## config.mk

```make
export PLATFORM = sky130hd
export DESIGN_NAME = ea_operand_unit
export DESIGN_NICKNAME = d
export VERILOG_FILES = /design/src/rtl/eag_pkg.sv /design/src/rtl/eag_addr_calc.sv /design/src/rtl/eag_seq.sv /design/src/rtl/ea_operand_unit.sv
export SDC_FILE = /design/constraint.sdc
export NUM_CORES = 1
export LEC_CHECK = 0
export ABC_AREA = 1
export ABC_CLOCK_PERIOD_IN_PS = 9850
export BUFFER_PORTS_ARGS = -buffer_cell sky130_fd_sc_hd__buf_2
export CORE_UTILIZATION = 55
export DETAILED_ROUTE_END_ITERATION = 10
export PLACE_DENSITY = 0.8
export SLEW_MARGIN = 20
export SYNTH_ARGS = -nofsm -noshare
export SYNTH_HDL_FRONTEND = slang
export SYNTH_SLANG_ARGS = --single-unit
```

## constraint.sdc

```tcl
create_clock -name clk -period 9.85 [get_ports clk]
set_clock_uncertainty 0.15 [all_clocks]
set_input_delay 1.97 -clock clk [delete_from_list [all_inputs] [get_ports clk]]
set_output_delay 1.97 -clock clk [all_outputs]
set_load 0.005 [all_outputs]
```

## src/rtl/eag_pkg.sv

```systemverilog
package eag_pkg;
    typedef enum logic [2:0] {
        AM_ABS  = 3'd0,
        AM_IND  = 3'd1,
        AM_DISP = 3'd2,
        AM_IDX  = 3'd3,
        AM_CHAIN = 3'd4,
        AM_POST = 3'd5,
        AM_PRE  = 3'd6,
        AM_SCL  = 3'd7
    } am_e;

    typedef enum logic [1:0] {
        ST_IDLE = 2'd0,
        ST_READ = 2'd1,
        ST_CAPT = 2'd2,
        ST_DONE = 2'd3
    } st_e;
endpackage

```

## src/rtl/eag_addr_calc.sv

```systemverilog
module eag_addr_calc
    import eag_pkg::*;
#(
    parameter int DW = 32,
    parameter int SW = 2
) (
    input  logic [2:0]    mode,
    input  logic [DW-1:0] xval,
    input  logic [DW-1:0] yval,
    input  logic [DW-1:0] cval,
    input  logic [SW-1:0] scale,
    output logic [DW-1:0] ea,
    output logic          chain,
    output logic          wb_need,
    output logic [DW-1:0] wb_val
);
    localparam logic [DW-1:0] STEP = DW'(DW / 8);

    logic [DW-1:0] scaled_y;
    logic [DW-1:0] x_up;
    logic [DW-1:0] x_dn;

    always_comb begin
        scaled_y = yval << scale;
        x_up     = xval + STEP;
        x_dn     = xval - STEP;
        ea       = xval;
        chain    = 1'b0;
        wb_need  = 1'b0;
        wb_val   = x_up;
        case (am_e'(mode))
            AM_ABS:   ea = cval;
            AM_IND:   ea = xval;
            AM_DISP:  ea = xval + cval;
            AM_IDX:   ea = xval + yval;
            AM_CHAIN: begin
                ea    = xval;
                chain = 1'b1;
            end
            AM_POST: begin
                ea      = xval;
                wb_need = 1'b1;
                wb_val  = x_up;
            end
            AM_PRE: begin
                ea      = x_dn;
                wb_need = 1'b1;
                wb_val  = x_dn;
            end
            AM_SCL:   ea = xval + cval + scaled_y;
            default:  ea = xval;
        endcase
    end
endmodule

```

## src/rtl/eag_seq.sv

```systemverilog
module eag_seq
    import eag_pkg::*;
#(
    parameter int DW = 32,
    parameter int RW = 5
) (
    input  logic          clk,
    input  logic          rst_n,
    input  logic          req_valid,
    output logic          req_ready,
    input  logic [DW-1:0] ea,
    input  logic          chain,
    input  logic          wb_need,
    input  logic [DW-1:0] wb_val,
    input  logic [RW-1:0] x_idx,
    output logic          mem_rd_en,
    output logic [DW-1:0] mem_rd_addr,
    input  logic [DW-1:0] mem_rd_data,
    output logic          res_valid,
    input  logic          res_ready,
    output logic [DW-1:0] res_data,
    output logic          wb_en,
    output logic [RW-1:0] wb_idx,
    output logic [DW-1:0] wb_data
);
    typedef struct packed {
        st_e           st;
        logic [DW-1:0] addr;
        logic [DW-1:0] data;
        logic          chain;
        logic          wb;
        logic [RW-1:0] widx;
        logic [DW-1:0] wval;
    } seq_t;

    seq_t seq_d, seq_q;

    always_comb begin
        seq_d = seq_q;
        case (seq_q.st)
            ST_IDLE: begin
                if (req_valid) begin
                    seq_d.st    = ST_READ;
                    seq_d.addr  = ea;
                    seq_d.chain = chain;
                    seq_d.wb    = wb_need;
                    seq_d.widx  = x_idx;
                    seq_d.wval  = wb_val;
                end
            end
            ST_READ: seq_d.st = ST_CAPT;
            ST_CAPT: begin
                if (seq_q.chain) begin
                    seq_d.addr  = mem_rd_data;
                    seq_d.chain = 1'b0;
                    seq_d.st    = ST_READ;
                end else begin
                    seq_d.data = mem_rd_data;
                    seq_d.st   = ST_DONE;
                end
            end
            ST_DONE: if (res_ready) seq_d.st = ST_IDLE;
            default: seq_d.st = ST_IDLE;
        endcase
    end

    always_ff @(posedge clk) begin
        if (!rst_n) seq_q <= '0;
        else        seq_q <= seq_d;
    end

    assign req_ready   = (seq_q.st == ST_IDLE);
    assign mem_rd_en   = (seq_q.st == ST_READ);
    assign mem_rd_addr = seq_q.addr;
    assign res_valid   = (seq_q.st == ST_DONE);
    assign res_data    = seq_q.data;
    assign wb_en       = res_valid && res_ready && seq_q.wb;
    assign wb_idx      = seq_q.widx;
    assign wb_data     = seq_q.wval;


    read_after_accept_chk: assert property (@(posedge clk) disable iff (!rst_n)
        (req_valid && req_ready) |=> mem_rd_en);


    read_spacing_chk: assert property (@(posedge clk) disable iff (!rst_n)
        mem_rd_en |=> !mem_rd_en);


    result_after_read_chk: assert property (@(posedge clk) disable iff (!rst_n)
        $rose(res_valid) |-> $past(mem_rd_en, 2));


    result_hold_chk: assert property (@(posedge clk) disable iff (!rst_n)
        (res_valid && !res_ready) |=> (res_valid && $stable(res_data)));


    busy_no_accept_chk: assert property (@(posedge clk) disable iff (!rst_n)
        (req_valid && req_ready) |=> !req_ready);
endmodule

```

## src/rtl/ea_operand_unit.sv

```systemverilog
module ea_operand_unit
    import eag_pkg::*;
#(
    parameter int DW = 32,
    parameter int RW = 5,
    parameter int SW = 2
) (
    input  logic          clk,
    input  logic          rst_n,
    input  logic          req_valid,
    output logic          req_ready,
    input  logic [2:0]    req_mode,
    input  logic [RW-1:0] req_xidx,
    input  logic [DW-1:0] req_xval,
    input  logic [DW-1:0] req_yval,
    input  logic [DW-1:0] req_const,
    input  logic [SW-1:0] req_scale,
    output logic          mem_rd_en,
    output logic [DW-1:0] mem_rd_addr,
    input  logic [DW-1:0] mem_rd_data,
    output logic          res_valid,
    input  logic          res_ready,
    output logic [DW-1:0] res_data,
    output logic          wb_en,
    output logic [RW-1:0] wb_idx,
    output logic [DW-1:0] wb_data
);
    logic [DW-1:0] ea;
    logic          chain;
    logic          wb_need;
    logic [DW-1:0] wb_val;

    eag_addr_calc #(.DW(DW), .SW(SW)) calc_i (
        .mode    (req_mode),
        .xval    (req_xval),
        .yval    (req_yval),
        .cval    (req_const),
        .scale   (req_scale),
        .ea      (ea),
        .chain   (chain),
        .wb_need (wb_need),
        .wb_val  (wb_val)
    );

    eag_seq #(.DW(DW), .RW(RW)) seq_i (
        .clk         (clk),
        .rst_n       (rst_n),
        .req_valid   (req_valid),
        .req_ready   (req_ready),
        .ea          (ea),
        .chain       (chain),
        .wb_need     (wb_need),
        .wb_val      (wb_val),
        .x_idx       (req_xidx),
        .mem_rd_en   (mem_rd_en),
        .mem_rd_addr (mem_rd_addr),
        .mem_rd_data (mem_rd_data),
        .res_valid   (res_valid),
        .res_ready   (res_ready),
        .res_data    (res_data),
        .wb_en       (wb_en),
        .wb_idx      (wb_idx),
        .wb_data     (wb_data)
    );


    wb_on_handshake_chk: assert property (@(posedge clk) disable iff (!rst_n)
        wb_en |-> (res_valid && res_ready));


    idle_after_reset_chk: assert property (@(posedge clk)
        $past(!rst_n) |-> (req_ready && !res_valid && !mem_rd_en && !wb_en));
endmodule

```

==> flow_summary.yaml, run 1 <==
outcome:
  status: "complete, no violations"
worst_setup_path:
  cp_data_required_time_ps: 9950
  path_max_fanout: 4
  crit_family: "simple AND/OR/NAND/NOR gates"
  cp.arrival_ps: 5910
  cpMaxStageDelayCell: "fa_1"
  crit_top_cell: "nand2_1"
  critPathLaunchType: "input pin"
  cpPeakStageDelay_ps: 420
  cp-end-kind: "flip-flop"
  crit_type: "in2reg"
  path_buf_inv: 1
timing:
  rsz0062_at_grt: "false"
  fmax_mhz: 172.2
  hold_violations: 0
  relSlewSlack_pct: 21.59
  setup_viol: 0
  worst_slew_pin_slew_ps: 1175
  setup_tns_ps: 0
  period_share_pct: 58.96
  post-route-min-period_ps: 5807
  drv_slew: 0
die:
  rows: 57
  core_area_sq_um: 24600
  die_w_um: 161.4
  die_area_sq_um: 26050
  initial_core_util_pct: 56.81
  ioPinCount: 247
  chipHeight_um: 161.4
yosys:
  ys_types: 52
  synth_edf_count: 0
  ys_ff_latch: 105
  synth_nets: 2676
  synthFlopType: "dfxtp_1"
  yosysSeqAreaShare_pct: 15.04
  syn_inst: 2436
  netlist_area_sq_um: 13980
  synth.avg_cell_area_sq_um: 5.738
  synthArstFlopShare_pct: 0
  yosys_warnings: 0
place:
  gp_congestion: 1.064
  dp_hpwl_um: 45910
  port-buffer-count: 246
power:
  switchingPower_mw: 0.9401
  power.density_nw_per_um2: 129.9
  max-vdd-ir-drop_v: 0.00008701
  internal_power_mw: 1.002
  combPwrFrac_pct: 53.7
  power.share.switching_pct: 48.40
  p_clk_share_pct: 20.3
  p_leak_nw: 7.552
  seqPwrFrac_pct: 26.1
cells_and_area:
  final_common_cell: "nand2_1"
  final_cell_mix: "587 x nand2_1, 313 x nor2_1, 246 x buf_2"
  fill_cells: 2537
  drive_above_1_share_pct: 13.37
  syn2layout_area_growth_pct: 6.991
  final_core_util_pct: 60.78
  nNetsFinal: 2763
run:
  maxCapViolCount: 0
drt:
  avgViaCountPerCell: 6.002
  via_count: 17130
  antenna_left: 0
  routedWlPerCell_um: 20.40
  drc: 0
  drt_iter0_drc: 2073
  wl_um: 58220
  drtPass1Iterations: 6
cts:
  root_buffer: "clkbuf_16"
  clkLatencyLatePin_ps: 370
  cts_tree: "yes"
  ctsHoldBuffers: 0
  post-cts-setup-buffers: 0
  cts_sinks: 105
  ctsResizeCount: 0
  clock_path_buffers: 2
  clkTransAtPathRegs_ps: 100
  cts_buffers: 9
  htreeDepth: 3
global_routing:
  grt_pass1_vias: 15470
  grt_max_degree: 88
  grt_pass1_wl_um: 86420
  overflow: 0
  antenna_found_initial: 3
  grt_use_total_pct: 43.54
min_path:
  min_path_type: "reg2reg"
## per-layer routing
metal / vias to the layer above / global-route usage (%) / wire (um)
met2: 994 / 69.46 / 25330
met5: - / 0 / 13
met3: 241 / 10.45 / 6483
li1: 8212 / - / -
met4: 2 / 26.07 / 4032
met1: 7680 / 53.04 / 22370
## cells by family (layout without fill, tap and decap cells)
group / Yosys count / count (layout) / synth area share (%)
adder cells (fa/ha/maj): 98 / 98 / 8.934
AO/OA/AOI/OAI: 551 / 551 / 21.75
multiplexers: 2 / 2 / 0.1432
flip-flops: 105 / 105 / 15.04
buffers and inverters: 418 / 510 / 14.13
other: 0 / 2 / 0
XOR/XNOR: 34 / 34 / 2.131
AND/OR/NAND/NOR: 1228 / 1228 / 37.87
## per-stage QoR
| step | total power, mW | setup WS, ps | hold WS (ps) | instance area [sq um] | std cells |
|---|---|---|---|---|---|
| global route | 2.064 | 3712 | 339.1 | 14950 | 2852 |
| floorplan | 1.244 | 4554 | 291.3 | 13980 | 2436 |
| finish | 1.942 | 4043 | 320.2 | 14950 | 2854 |
| global placement | 1.507 | 3839 | 301.7 | 14630 | 2836 |
| CTS | 1.912 | 4162 | 319.5 | 14950 | 2852 |
| detailed placement | 1.519 | 3789 | 306.0 | 14630 | 2836 |
## sequential cells by signal, indices dropped and copies added (netlist names)
register           cells
seq_i.seq_q            4
seq_i.wb_data         32
seq_i.wb_idx           5
seq_i.res_data        32
seq_i.mem_rd_addr     32
## layout make-up
| class | count | area [sq um] | area share, % |
|---|---|---|---|
| diodes | 2 | 5.005 | 0.03347 |
| clock buffers | 9 | 225.2 | 1.506 |
| clock inverters | 7 | 91.34 | 0.6108 |
| inverters | 237 | 889.6 | 5.949 |
| multi-input cells | 1913 | 9922 | 66.35 |
| flip-flops and latches | 105 | 2102 | 14.06 |
| well taps | 324 | 405.4 | 2.711 |
| repair buffers | 257 | 1314 | 8.785 |
## power by group through the flow
stage                     sequential (mW)  combinational [mW]  clock, mW
after CTS                           0.506                1.01      0.397
after global placement              0.513               0.993          0
after global routing                0.513                1.14      0.411
after detailed placement            0.515                1.00          0
final                               0.507                1.04      0.393
after floorplan                     0.509               0.735          0
## cells in the mapped netlist, types with 5 or more instances
master / instances / area (sq um)
o2111ai_1: 5 / 43.79
o21ai_1: 20 / 100.1
o211ai_1: 30 / 225.2
o21bai_1: 13 / 97.59
o21ai_0: 204 / 1021
a21o_1: 11 / 82.58
nand3_1: 172 / 860.8
a31oi_1: 13 / 81.33
o221ai_1: 5 / 43.79
inv_1: 220 / 825.8
xor2_1: 27 / 236.5
dfxtp_1: 105 / 2102
nand2_2: 5 / 31.28
xnor2_1: 7 / 61.31
nor3_1: 28 / 140.1
buf_4: 105 / 788.3
nand2_1: 587 / 2203
inv_2: 15 / 56.30
nor4_1: 11 / 68.82
ha_1: 95 / 1189
and2_1: 11 / 68.82
clkbuf_1: 66 / 247.7
nand3b_1: 11 / 82.58
nor2_1: 316 / 1186
nand4_1: 44 / 275.3
a21oi_1: 217 / 1086
buf_2: 9 / 45.04
o21a_1: 17 / 127.6
or2_2: 15 / 93.84
## worst min-delay path, delay by kind of cell (launching register included)
kind	cells	cell delay, ps
AOI/OAI and AO/OA	1	50
and+or+nand+nor	1	60
DFF	1	320
## worst paths after layout
| check | start | to | slack, ps | cells after the start |
|---|---|---|---|---|
| worst min register to register | seq_i.mem_rd_addr[2] | seq_i.mem_rd_addr[2] | 320 | 2 |
| worst max-delay path | req_xval[0] | seq_i.mem_rd_addr[25] | 4040 | 27 |
| worst min-delay path | seq_i.mem_rd_addr[2] | seq_i.mem_rd_addr[2] | 320 | 2 |
| worst max register to register | seq_i.seq_q[103] | seq_i.mem_rd_addr[19] | 6680 | 9 |
Note: power is estimated with default switching activity, not from simulation.
==> run 2: changes to the inputs <==
--- a/config.mk
+++ b/config.mk
@@ -6,9 +6,9 @@
 export NUM_CORES = 1
 export LEC_CHECK = 0
 export ABC_AREA = 1
-export ABC_CLOCK_PERIOD_IN_PS = 9850
+export ABC_CLOCK_PERIOD_IN_PS = 4850
 export BUFFER_PORTS_ARGS = -buffer_cell sky130_fd_sc_hd__buf_2
-export CORE_UTILIZATION = 55
+export CORE_UTILIZATION = 53
 export DETAILED_ROUTE_END_ITERATION = 10
 export PLACE_DENSITY = 0.8
 export SLEW_MARGIN = 20
==> constraint.sdc (replaced) <==
create_clock -name clk -period 4.85 [get_ports clk]
set_clock_uncertainty 0.15 [all_clocks]
set_input_delay 0.97 -clock clk [delete_from_list [all_inputs] [get_ports clk]]
set_output_delay 0.97 -clock clk [all_outputs]
set_load 0.005 [all_outputs]
==> flow_summary.yaml, run 2 (same netlist as run 1, synthesis figures left out) <==
worst_setup_path:
  critPathLaunchType: "input pin"
  cp-end-kind: "flip-flop"
  r2r_slack_ps: 1750
  cp.arrival_ps: 4710
  crit_type: "in2reg"
  path_max_fanout: 4
  worstReg2RegEnd: "seq_i.mem_rd_addr[19]"
  r2r_start: "seq_i.seq_q[103]"
  cp_data_required_time_ps: 4940
  startpoint: "req_xval[0]"
  r2r_cells: 9
place:
  dp_hpwl_um: 49250
  gp_congestion: 1.106
  dp_cells: 2914
  port-buffer-count: 246
  preCtsSetupSlack_ps: -153.7
cells_and_area:
  final_cell_mix: "587 x nand2_1, 312 x nor2_1, 246 x buf_2"
  syn2layout_area_growth_pct: 10.99
  final_core_util_pct: 59.70
  nNetsFinal: 2832
  final_common_cell: "nand2_1"
  drive_above_1_share_pct: 15.98
  layout.cells.non_filler: 2936
global_routing:
  grt_pass1_wl_um: 88950
  grt_use_total_pct: 44.41
  grt_pass1_vias: 15660
  overflow: 0
  grt_max_degree: 69
  antenna_found_initial: 3
power:
  power.share.switching_pct: 47.70
  max-vdd-ir-drop_v: 0.0002534
  power.density_nw_per_um2: 261.4
  p_leak_nw: 7.876
  switchingPower_mw: 1.935
  p_clk_share_pct: 19.5
  seqPwrFrac_pct: 25.4
  internal_power_mw: 2.121
  combPwrFrac_pct: 55.1
drt:
  wl_um: 61260
  routedWlPerCell_um: 20.87
  via_count: 17420
  drt_iter0_drc: 1901
  avgViaCountPerCell: 5.933
  drtPass1Iterations: 7
  drc: 0
  antenna_left: 0
die:
  die_area_sq_um: 27030
  ioPinCount: 247
  rows: 59
  chipHeight_um: 164.4
  die_w_um: 164.4
  initial_core_util_pct: 53.79
  core_area_sq_um: 25980
timing:
  period_share_pct: 95.45
  hold_violations: 0
  relSlewSlack_pct: 22.55
  post-route-min-period_ps: 4629
  rsz0062_at_grt: "false"
  fin_hold_ws_ps: 315.8
  fmax_mhz: 216.0
  worst_slack_ps: 220.6
  worst_slew_pin_slew_ps: 1155
  setup_viol: 0
  drv_slew: 0
cts:
  root_buffer: "clkbuf_16"
  htreeDepth: 3
  cts_sinks: 105
  clkLatencyLatePin_ps: 370
  cts_tree: "yes"
  clock_path_buffers: 2
  clkTransAtPathRegs_ps: 90
  cts_buffers: 9
outcome:
  status: "complete, no violations"
min_path:
  hp-start: "seq_i.res_data[1]"
  hold_end: "seq_i.res_data[1]"
  min_path_type: "reg2reg"
  hold_depth: 2
run:
  maxCapViolCount: 0
==> run 2: cell type report <==
type / instances / area, sq um
timing repair buffer: 326 / 1832
clock inverter: 6 / 70.07
tap: 335 / 419.2
inverter: 237 / 889.6
antenna: 4 / 10.01
clock buffer: 10 / 239.0
multi-input combinational: 1913 / 9952
fill: 2707 / 10470
sequential: 105 / 2102
==> run 2: metal layers <==
layer | vias to the layer above | GRT usage (%) | routed length (um)
met5 | - | 3.030 | 105
met4 | 2 | 29.98 | 4736
met3 | 264 | 14.97 | 7154
met2 | 997 | 67.61 | 26070
met1 | 7810 | 52.50 | 23190
li1 | 8346 | - | -
==> run 2: power by group through the flow <==
stage               Combinational, mW  Sequential [mW]  Clock, mW
global route                     2.44             1.04      0.825
CTS                              2.14             1.03      0.796
detailed placement               2.13             1.05          0
finish                           2.24             1.03      0.790
global placement                 2.11             1.04          0
floorplan                        1.49             1.03          0
==> run 2: critical path, cell delays in order <==
cell and delay (ps):
buf_2 120, ha_1 260, fa_1 410, nand2_1 80, nand2_1 70, o21ai_2 100
o21ai_1 170, nand2_1 80, nand2_1 70, nand2_1 60, nand2_1 60, or2_2 280
and2_1 150, ha_1 340, a21oi_1 200, o21ai_0 130, and2_1 160, nor2_1 80
o21ai_0 90, nor2_1 210, nand2_1 80, nand2_1 60, nor2_1 40, nor2_1 170
nand4_1 110, nand2_1 90, a21oi_1 50
==> run 2: worst max path at each step <==
stage                            endpoint  slack (ps)  cells past startpoint
finish              seq_i.mem_rd_addr[25]         220                     27
global route        seq_i.mem_rd_addr[29]          40                     26
CTS                 seq_i.mem_rd_addr[26]         220                     23
detailed placement  seq_i.mem_rd_addr[26]        -150                     23
global placement    seq_i.mem_rd_addr[26]        -100                     23
floorplan           seq_i.mem_rd_addr[25]         550                     26
==> run 2: timing repair <==
item / CTS / global route
hold buffers: 0 / 0
setup endpoints to repair: 0 / 6
setup buffers: 0 / 2
gates resized for setup: 0 / 10
==> run 2: per-stage QoR <==
step                setup TNS [ps]  cell area [sq um]  total power, mW
floorplan                        0              13980            2.526
global placement            -124.4              15140            3.155
detailed placement          -405.4              15140            3.177
CTS                              0              15450            3.965
global route                     0              15510            4.307
finish                           0              15510            4.055
